### src/rtl/i2c_outport_pkg.sv
package i2c_outport_pkg;

    localparam int BYTE_W = 8;

    typedef enum logic [2:0] {
        ST_IDLE,   // waiting for START
        ST_ADDR,   // shifting address and R/W
        ST_AACK,   // driving address acknowledge
        ST_WDATA,  // shifting a write byte
        ST_WACK,   // driving write acknowledge
        ST_RDATA,  // shifting a read byte out
        ST_RACK,   // listening for master acknowledge
        ST_HOLD    // master declined, silent until START
    } tgt_st_e;

    typedef struct packed {
        tgt_st_e            st;
        logic [3:0]         cnt;
        logic [BYTE_W-1:0]  sh;
        logic               rw;
        logic               macked;
        logic               oe;
        logic [BYTE_W-1:0]  port;
    } tgt_regs_t;

endpackage

### src/rtl/i2c_outport_sync.sv
module i2c_outport_sync #(
    parameter int STAGES = 2,
    parameter int LINES  = 2
) (
    input  logic             clk,
    input  logic             rst_n,
    input  logic [LINES-1:0] din,
    output logic [LINES-1:0] dout
);

    genvar g;
    generate
        for (g = 0; g < LINES; g++) begin : g_line
            logic [STAGES-1:0] chain_d, chain_q;

            always_comb begin
                chain_d = {chain_q[STAGES-2:0], din[g]};
            end

            always_ff @(posedge clk or negedge rst_n) begin
                if (!rst_n) chain_q <= '1;
                else        chain_q <= chain_d;
            end

            assign dout[g] = chain_q[STAGES-1];
        end
    endgenerate

endmodule

### src/rtl/i2c_outport_busmon.sv
module i2c_outport_busmon (
    input  logic clk,
    input  logic rst_n,
    input  logic scl_s,
    input  logic sda_s,
    output logic scl_rise,
    output logic scl_fall,
    output logic start_hit,
    output logic stop_hit
);

    typedef struct packed {
        logic scl;
        logic sda;
    } prev_t;

    prev_t prev_d, prev_q;

    always_comb begin
        prev_d.scl = scl_s;
        prev_d.sda = sda_s;
    end

    always_ff @(posedge clk or negedge rst_n) begin
        if (!rst_n) prev_q <= '{scl: 1'b1, sda: 1'b1};
        else        prev_q <= prev_d;
    end

    // SDA edges count as conditions only while SCL stays high on both samples
    assign scl_rise  =  scl_s & ~prev_q.scl;
    assign scl_fall  = ~scl_s &  prev_q.scl;
    assign start_hit =  scl_s &  prev_q.scl &  prev_q.sda & ~sda_s;
    assign stop_hit  =  scl_s &  prev_q.scl & ~prev_q.sda &  sda_s;

endmodule

### src/rtl/i2c_outport_ctrl.sv
module i2c_outport_ctrl
    import i2c_outport_pkg::*;
#(
    parameter int          FIX_W     = 3,
    parameter logic [FIX_W-1:0] FIX_BITS = 3'b101,
    parameter int          STRAP_W   = 4,
    parameter logic [BYTE_W-1:0] RESET_VAL = '1
) (
    input  logic               clk,
    input  logic               rst_n,
    input  logic               sda_s,
    input  logic               scl_rise,
    input  logic               scl_fall,
    input  logic               start_hit,
    input  logic               stop_hit,
    input  logic [STRAP_W-1:0] strap,
    input  logic [BYTE_W-1:0]  pins,
    output logic               oe,
    output logic [BYTE_W-1:0]  port,
    output tgt_st_e            st
);

    localparam int ADDR_W   = FIX_W + STRAP_W;
    localparam int LAST_BIT = BYTE_W - 1;

    tgt_regs_t r_d, r_q;
    logic [ADDR_W-1:0] own_addr;

    assign own_addr = {FIX_BITS, strap};

    always_comb begin
        r_d = r_q;
        unique case (r_q.st)
            ST_ADDR, ST_WDATA: begin
                if (scl_rise) begin
                    r_d.sh  = {r_q.sh[BYTE_W-2:0], sda_s};
                    r_d.cnt = r_q.cnt + 4'd1;
                end else if (scl_fall && r_q.cnt == 4'(BYTE_W)) begin
                    if (r_q.st == ST_ADDR) begin
                        if (r_q.sh[BYTE_W-1 -: ADDR_W] == own_addr) begin
                            r_d.st = ST_AACK;
                            r_d.oe = 1'b1;
                            r_d.rw = r_q.sh[0];
                        end else begin
                            r_d.st = ST_IDLE;
                        end
                    end else begin
                        r_d.st   = ST_WACK;
                        r_d.oe   = 1'b1;
                        r_d.port = r_q.sh;
                    end
                end
            end
            ST_AACK: begin
                if (scl_rise && r_q.rw) begin
                    r_d.sh = pins;
                end else if (scl_fall) begin
                    r_d.cnt = '0;
                    if (r_q.rw) begin
                        r_d.st = ST_RDATA;
                        r_d.oe = ~r_q.sh[LAST_BIT];
                    end else begin
                        r_d.st = ST_WDATA;
                        r_d.oe = 1'b0;
                    end
                end
            end
            ST_WACK: begin
                if (scl_fall) begin
                    r_d.st  = ST_WDATA;
                    r_d.oe  = 1'b0;
                    r_d.cnt = '0;
                end
            end
            ST_RDATA: begin
                if (scl_fall) begin
                    if (r_q.cnt == 4'(LAST_BIT)) begin
                        r_d.st = ST_RACK;
                        r_d.oe = 1'b0;
                    end else begin
                        r_d.cnt = r_q.cnt + 4'd1;
                        r_d.sh  = {r_q.sh[BYTE_W-2:0], 1'b0};
                        r_d.oe  = ~r_q.sh[LAST_BIT-1];
                    end
                end
            end
            ST_RACK: begin
                if (scl_rise) begin
                    r_d.macked = ~sda_s;
                    if (!sda_s) r_d.sh = pins;
                end else if (scl_fall) begin
                    if (r_q.macked) begin
                        r_d.st  = ST_RDATA;
                        r_d.cnt = '0;
                        r_d.oe  = ~r_q.sh[LAST_BIT];
                    end else begin
                        r_d.st = ST_HOLD;
                        r_d.oe = 1'b0;
                    end
                end
            end
            default: ;
        endcase

        // bus conditions win over any bit-level progress
        if (start_hit) begin
            r_d.st  = ST_ADDR;
            r_d.cnt = '0;
            r_d.oe  = 1'b0;
        end else if (stop_hit) begin
            r_d.st = ST_IDLE;
            r_d.oe = 1'b0;
        end
    end

    always_ff @(posedge clk or negedge rst_n) begin
        if (!rst_n) begin
            r_q <= '{st: ST_IDLE, cnt: '0, sh: '0, rw: 1'b0,
                     macked: 1'b0, oe: 1'b0, port: RESET_VAL};
        end else begin
            r_q <= r_d;
        end
    end

    assign oe   = r_q.oe;
    assign port = r_q.port;
    assign st   = r_q.st;

endmodule

### src/rtl/i2c_outport.sv
module i2c_outport
    import i2c_outport_pkg::*;
#(
    parameter int                 SYNC_STAGES = 2,
    parameter int                 FIX_W       = 3,
    parameter logic [FIX_W-1:0]   FIX_BITS    = 3'b101,
    parameter int                 STRAP_W     = 4,
    parameter logic [BYTE_W-1:0]  RESET_VAL   = '1
) (
    input  logic               clk,
    input  logic               rst_n,
    input  logic               scl_in,
    input  logic               sda_in,
    output logic               sda_oe,
    input  logic [STRAP_W-1:0] addr_strap,
    input  logic [BYTE_W-1:0]  port_pin,
    output logic [BYTE_W-1:0]  port_out
);

    localparam int SCL_IDX = 1;
    localparam int SDA_IDX = 0;

    logic [1:0] lines_s;
    logic       scl_s, sda_s;
    logic       scl_rise, scl_fall, start_hit, stop_hit;
    tgt_st_e    st;

    i2c_outport_sync #(
        .STAGES (SYNC_STAGES),
        .LINES  (2)
    ) u_sync (
        .clk   (clk),
        .rst_n (rst_n),
        .din   ({scl_in, sda_in}),
        .dout  (lines_s)
    );

    assign scl_s = lines_s[SCL_IDX];
    assign sda_s = lines_s[SDA_IDX];

    i2c_outport_busmon u_busmon (
        .clk       (clk),
        .rst_n     (rst_n),
        .scl_s     (scl_s),
        .sda_s     (sda_s),
        .scl_rise  (scl_rise),
        .scl_fall  (scl_fall),
        .start_hit (start_hit),
        .stop_hit  (stop_hit)
    );

    i2c_outport_ctrl #(
        .FIX_W     (FIX_W),
        .FIX_BITS  (FIX_BITS),
        .STRAP_W   (STRAP_W),
        .RESET_VAL (RESET_VAL)
    ) u_ctrl (
        .clk       (clk),
        .rst_n     (rst_n),
        .sda_s     (sda_s),
        .scl_rise  (scl_rise),
        .scl_fall  (scl_fall),
        .start_hit (start_hit),
        .stop_hit  (stop_hit),
        .strap     (addr_strap),
        .pins      (port_pin),
        .oe        (sda_oe),
        .port      (port_out),
        .st        (st)
    );

endmodule

### config.mk
export PLATFORM = sky130hd
export DESIGN_NAME = i2c_outport
export DESIGN_NICKNAME = d
export VERILOG_FILES = /design/src/rtl/i2c_outport_pkg.sv /design/src/rtl/i2c_outport_sync.sv /design/src/rtl/i2c_outport_busmon.sv /design/src/rtl/i2c_outport_ctrl.sv /design/src/rtl/i2c_outport.sv
export SDC_FILE = /design/constraint.sdc
export NUM_CORES = 1
export LEC_CHECK = 0
export ABC_AREA = 0
export BUFFER_PORTS_ARGS = -buffer_cell sky130_fd_sc_hd__clkbuf_2
export CORE_MARGIN = 3
export CORE_UTILIZATION = 40
export CTS_CLUSTER_DIAMETER = 80
export CTS_CLUSTER_SIZE = 16
export DETAILED_ROUTE_END_ITERATION = 6
export HOLD_SLACK_MARGIN = 0.06
export PLACE_DENSITY = 0.58
export SLEW_MARGIN = 0
export SYNTH_ARGS = -nofsm -noshare
export SYNTH_HDL_FRONTEND = slang
export SYNTH_SLANG_ARGS = --single-unit
### constraint.sdc
create_clock -name clk -period 2.1 [get_ports clk]
set_input_delay 0.21 -clock clk [delete_from_list [all_inputs] [get_ports clk]]
set_output_delay 0.21 -clock clk [all_outputs]
set_load 0.02 [all_outputs]
==> impl_metrics.toml <==
[synth]
synth_top_area_share_pct = 24.7
ys.flop_type = "dfrtp_1"
synth.avg_cell_area_sq_um = 9.85
synth_edf_count = 0
synth_seq_cells = 32
syn_area_sq_um = 1820
synthTopCellsByArea = "dfrtp_1 (25%), dfstp_2 (20%), nand2_1 (6.8%), mux2_1 (6.2%), mux2_2 (4.3%)"
netlist_instances = 185
yosysTopAreaCell = "dfrtp_1"
syn-num-nets = 203
synth_cell_types = 43
ys_seq_area_share_pct = 44.9
async_flop_share_pct = 100
yosysWarnings = 0

[worst_setup_path]
criticalPathCategory = "flip-flop to flip-flop"
cp_slowest_stage_delay_ns = 0.60
cp_slowest_cell = "dfstp_2"
crit_fanout = 9
critical_path.startpoint_type = "flip-flop"
path_cells = "nand2b_1 -> nor2_1 -> and3_1 -> mux2_1"
crit_arrival_ns = 2.12
end_kind = "flip-flop"
critPathRequiredTime_ns = 2.31

[die]
initial_core_util_pct = 43.4
placementRows = 23
pin_count = 25
core_area_sq_um = 4200
die_area_sq_um = 5400
fp.dieH_um = 73.5
die_width_um = 73.5

[route]
viasPerCell = 5.47
final_antenna_net_count = 0
initialDrtViolationCount = 28
drc = 0
wl_um = 3860
num_vias = 1401
routedWlPerCell_um = 15.1
drt_first_pass_iters = 4

[timing]
fin_setup_tns_ns = 0
setup_viol = 0
skew_ns = 0.00301
relSlewSlack_pct = 47.6
fmax_ghz = 0.523
finalCriticalPeriod_ns = 1.91
finalHoldViolations = 0
drv_slew = 0
grt_setup_unrepaired = "false"
fin_crit_sh_pct = 91.1
worst_pin_slew_ns = 0.786

[clock_network]
htreeDepth = 2
holdBufCountCts = 3
postCtsResizedCells = 0
clk-insertion-delay-late_ns = 0.28
clk_pin_slew_worst_paths_ns = 0.06
clock_path_buffers = 2
cts_buffers = 5
clock_sinks = 32
cts_setup_buffers = 0
cts_tree = "yes"
cts-root-buf = "clkbuf_8"

[global_route]
antenna_found_initial = 0
grt-ovfl-total = 0
grt_pass1_vias = 1459
grt_pass1_wl_um = 6900
grt_max_degree = 33
grt_use_total_pct = 16.5

[layout]
stdcell_count = 256
mostFrequentLayoutCells = "nand2_1 (33), clkbuf_2 (24), dfrtp_1 (18), dfstp_2 (14), mux2_1 (10)"
final_common_cell = "nand2_1"
fillers = 401
area_delta_synth_final_pct = 14.4
antenna_cells = 0
postLayoutCellArea_sq_um = 2080
drive_gt1_share_pct = 28.2
multi_input_area_sq_um = 885
regArea_sq_um = 818
nNetsFinal = 223

[pwr]
leakagePower_nw = 0.955
ir_drop_v = 0.000546
power_density_nw_per_um2 = 1150

[min_path]
worst_hold_path_type = "input port to flip-flop"

[placed_design]
hpwl_um = 2880
io_buffers = 24
dp_cells = 245
gp_congestion = 0.818
placed_area_sq_um = 1930

[job]
cap_violations = 0

[outcome]
status = "complete, no violations"
==> cells by family after synthesis <==
group | Yosys count | synth area share, %
and+or+nand+nor | 72 | 19.4
muxes | 21 | 12.7
DFF | 32 | 44.9
xor gates and xnor gates | 5 | 2.40
AOI/OAI and AO/OA | 31 | 12.7
buffers and inverters | 22 | 6.52
adders and majority gates | 2 | 1.37
==> critical path, delay by kind of cell, from the launching register on <==
kind | cells | cell delay, ns
flops | 1 | 0.60
simple gates | 3 | 0.87
mux | 1 | 0.37
==> registers in the layout (all words and copies together) (netlist names) <==
register and flops:
u_busmon.prev_q 2, u_ctrl.oe 1, u_ctrl.port 8, u_ctrl.r_q 14, u_ctrl.st 3, u_sync.g_line.chain_q 4
==> Yosys cell counts, types with 3 or more instances <==
cell type,n
a21oi_1,6
a22oi_1,3
buf_2,5
buf_4,8
clkbuf_1,4
dfrtp_1,18
dfstp_2,14
inv_1,5
mux2_1,10
mux2_2,7
mux2i_1,4
nand2_1,33
nand2b_1,8
nand3_1,5
nand3b_1,4
nor2_1,9
nor2b_1,4
o21ai_0,6
xnor2_1,3
==> through the flow <==
stage / setup slack, ns / utilization (%) / total power, mW / hold WS, ns
6_report: 0.188 / 49.6 / 2.41 / 0.235
5_1_grt: 0.0149 / 49.6 / 2.59 / 0.266
4_1_cts: 0.186 / 49.6 / 2.43 / 0.233
3_5_place_dp: 0.195 / 45.9 / 1.78 / 0.299
3_3_place_gp: 0.202 / 45.9 / 1.76 / 0.298
2_1_floorplan: 0.437 / - / 1.56 / -0.0856
==> layer usage <==
| layer | global-route usage (%) | vias to the layer above | part of all wire, % |
|---|---|---|---|
| met3 | 5.06 | 9 | 5.1 |
| met2 | 27.2 | 36 | 49 |
| li1 | - | 675 | - |
| met5 | 0 | - | 0 |
| met4 | 6.24 | 0 | 1.8 |
| met1 | 20.3 | 681 | 44 |
==> path summary, 6_finish.rpt <==
check / from / to / slack [ns] / cells past startpoint
worst max-delay path: u_busmon.prev_q[1] / u_ctrl.port[5] / 0.19 / 4
max in group asynchronous: rst_n / u_ctrl.r_q[17] / 1.06 / 2
worst min register to register: u_sync.g_line[0].chain_q[0] / u_sync.g_line[0].chain_q[1] / 0.36 / 0
worst min-delay path: port_pin[1] / u_ctrl.r_q[12] / 0.23 / 4
worst max register to register: u_busmon.prev_q[1] / u_ctrl.port[5] / 0.19 / 4
min in group asynchronous: rst_n / u_ctrl.st[1] / 0.55 / 2
==> power breakdown <==
| group | internal, mW | total [mW] | switching (mW) |
|---|---|---|---|
| Clock | 0.418 | 0.636 | 0.218 |
| Sequential | 0.761 | 0.967 | 0.206 |
| Combinational | 0.393 | 0.802 | 0.409 |
| Total | 1.57 | 2.41 | 0.833 |
==> final cells by class <==
class | instances | area share [%]
inverters | 5 | 0.901
flip-flops and latches | 32 | 39.3
well taps | 50 | 3.00
multi-input cells | 131 | 42.5
clock inverters | 1 | 1.44
repair buffers | 30 | 8.29
clock buffers | 7 | 4.62
Power figures use the tool's default switching activity.
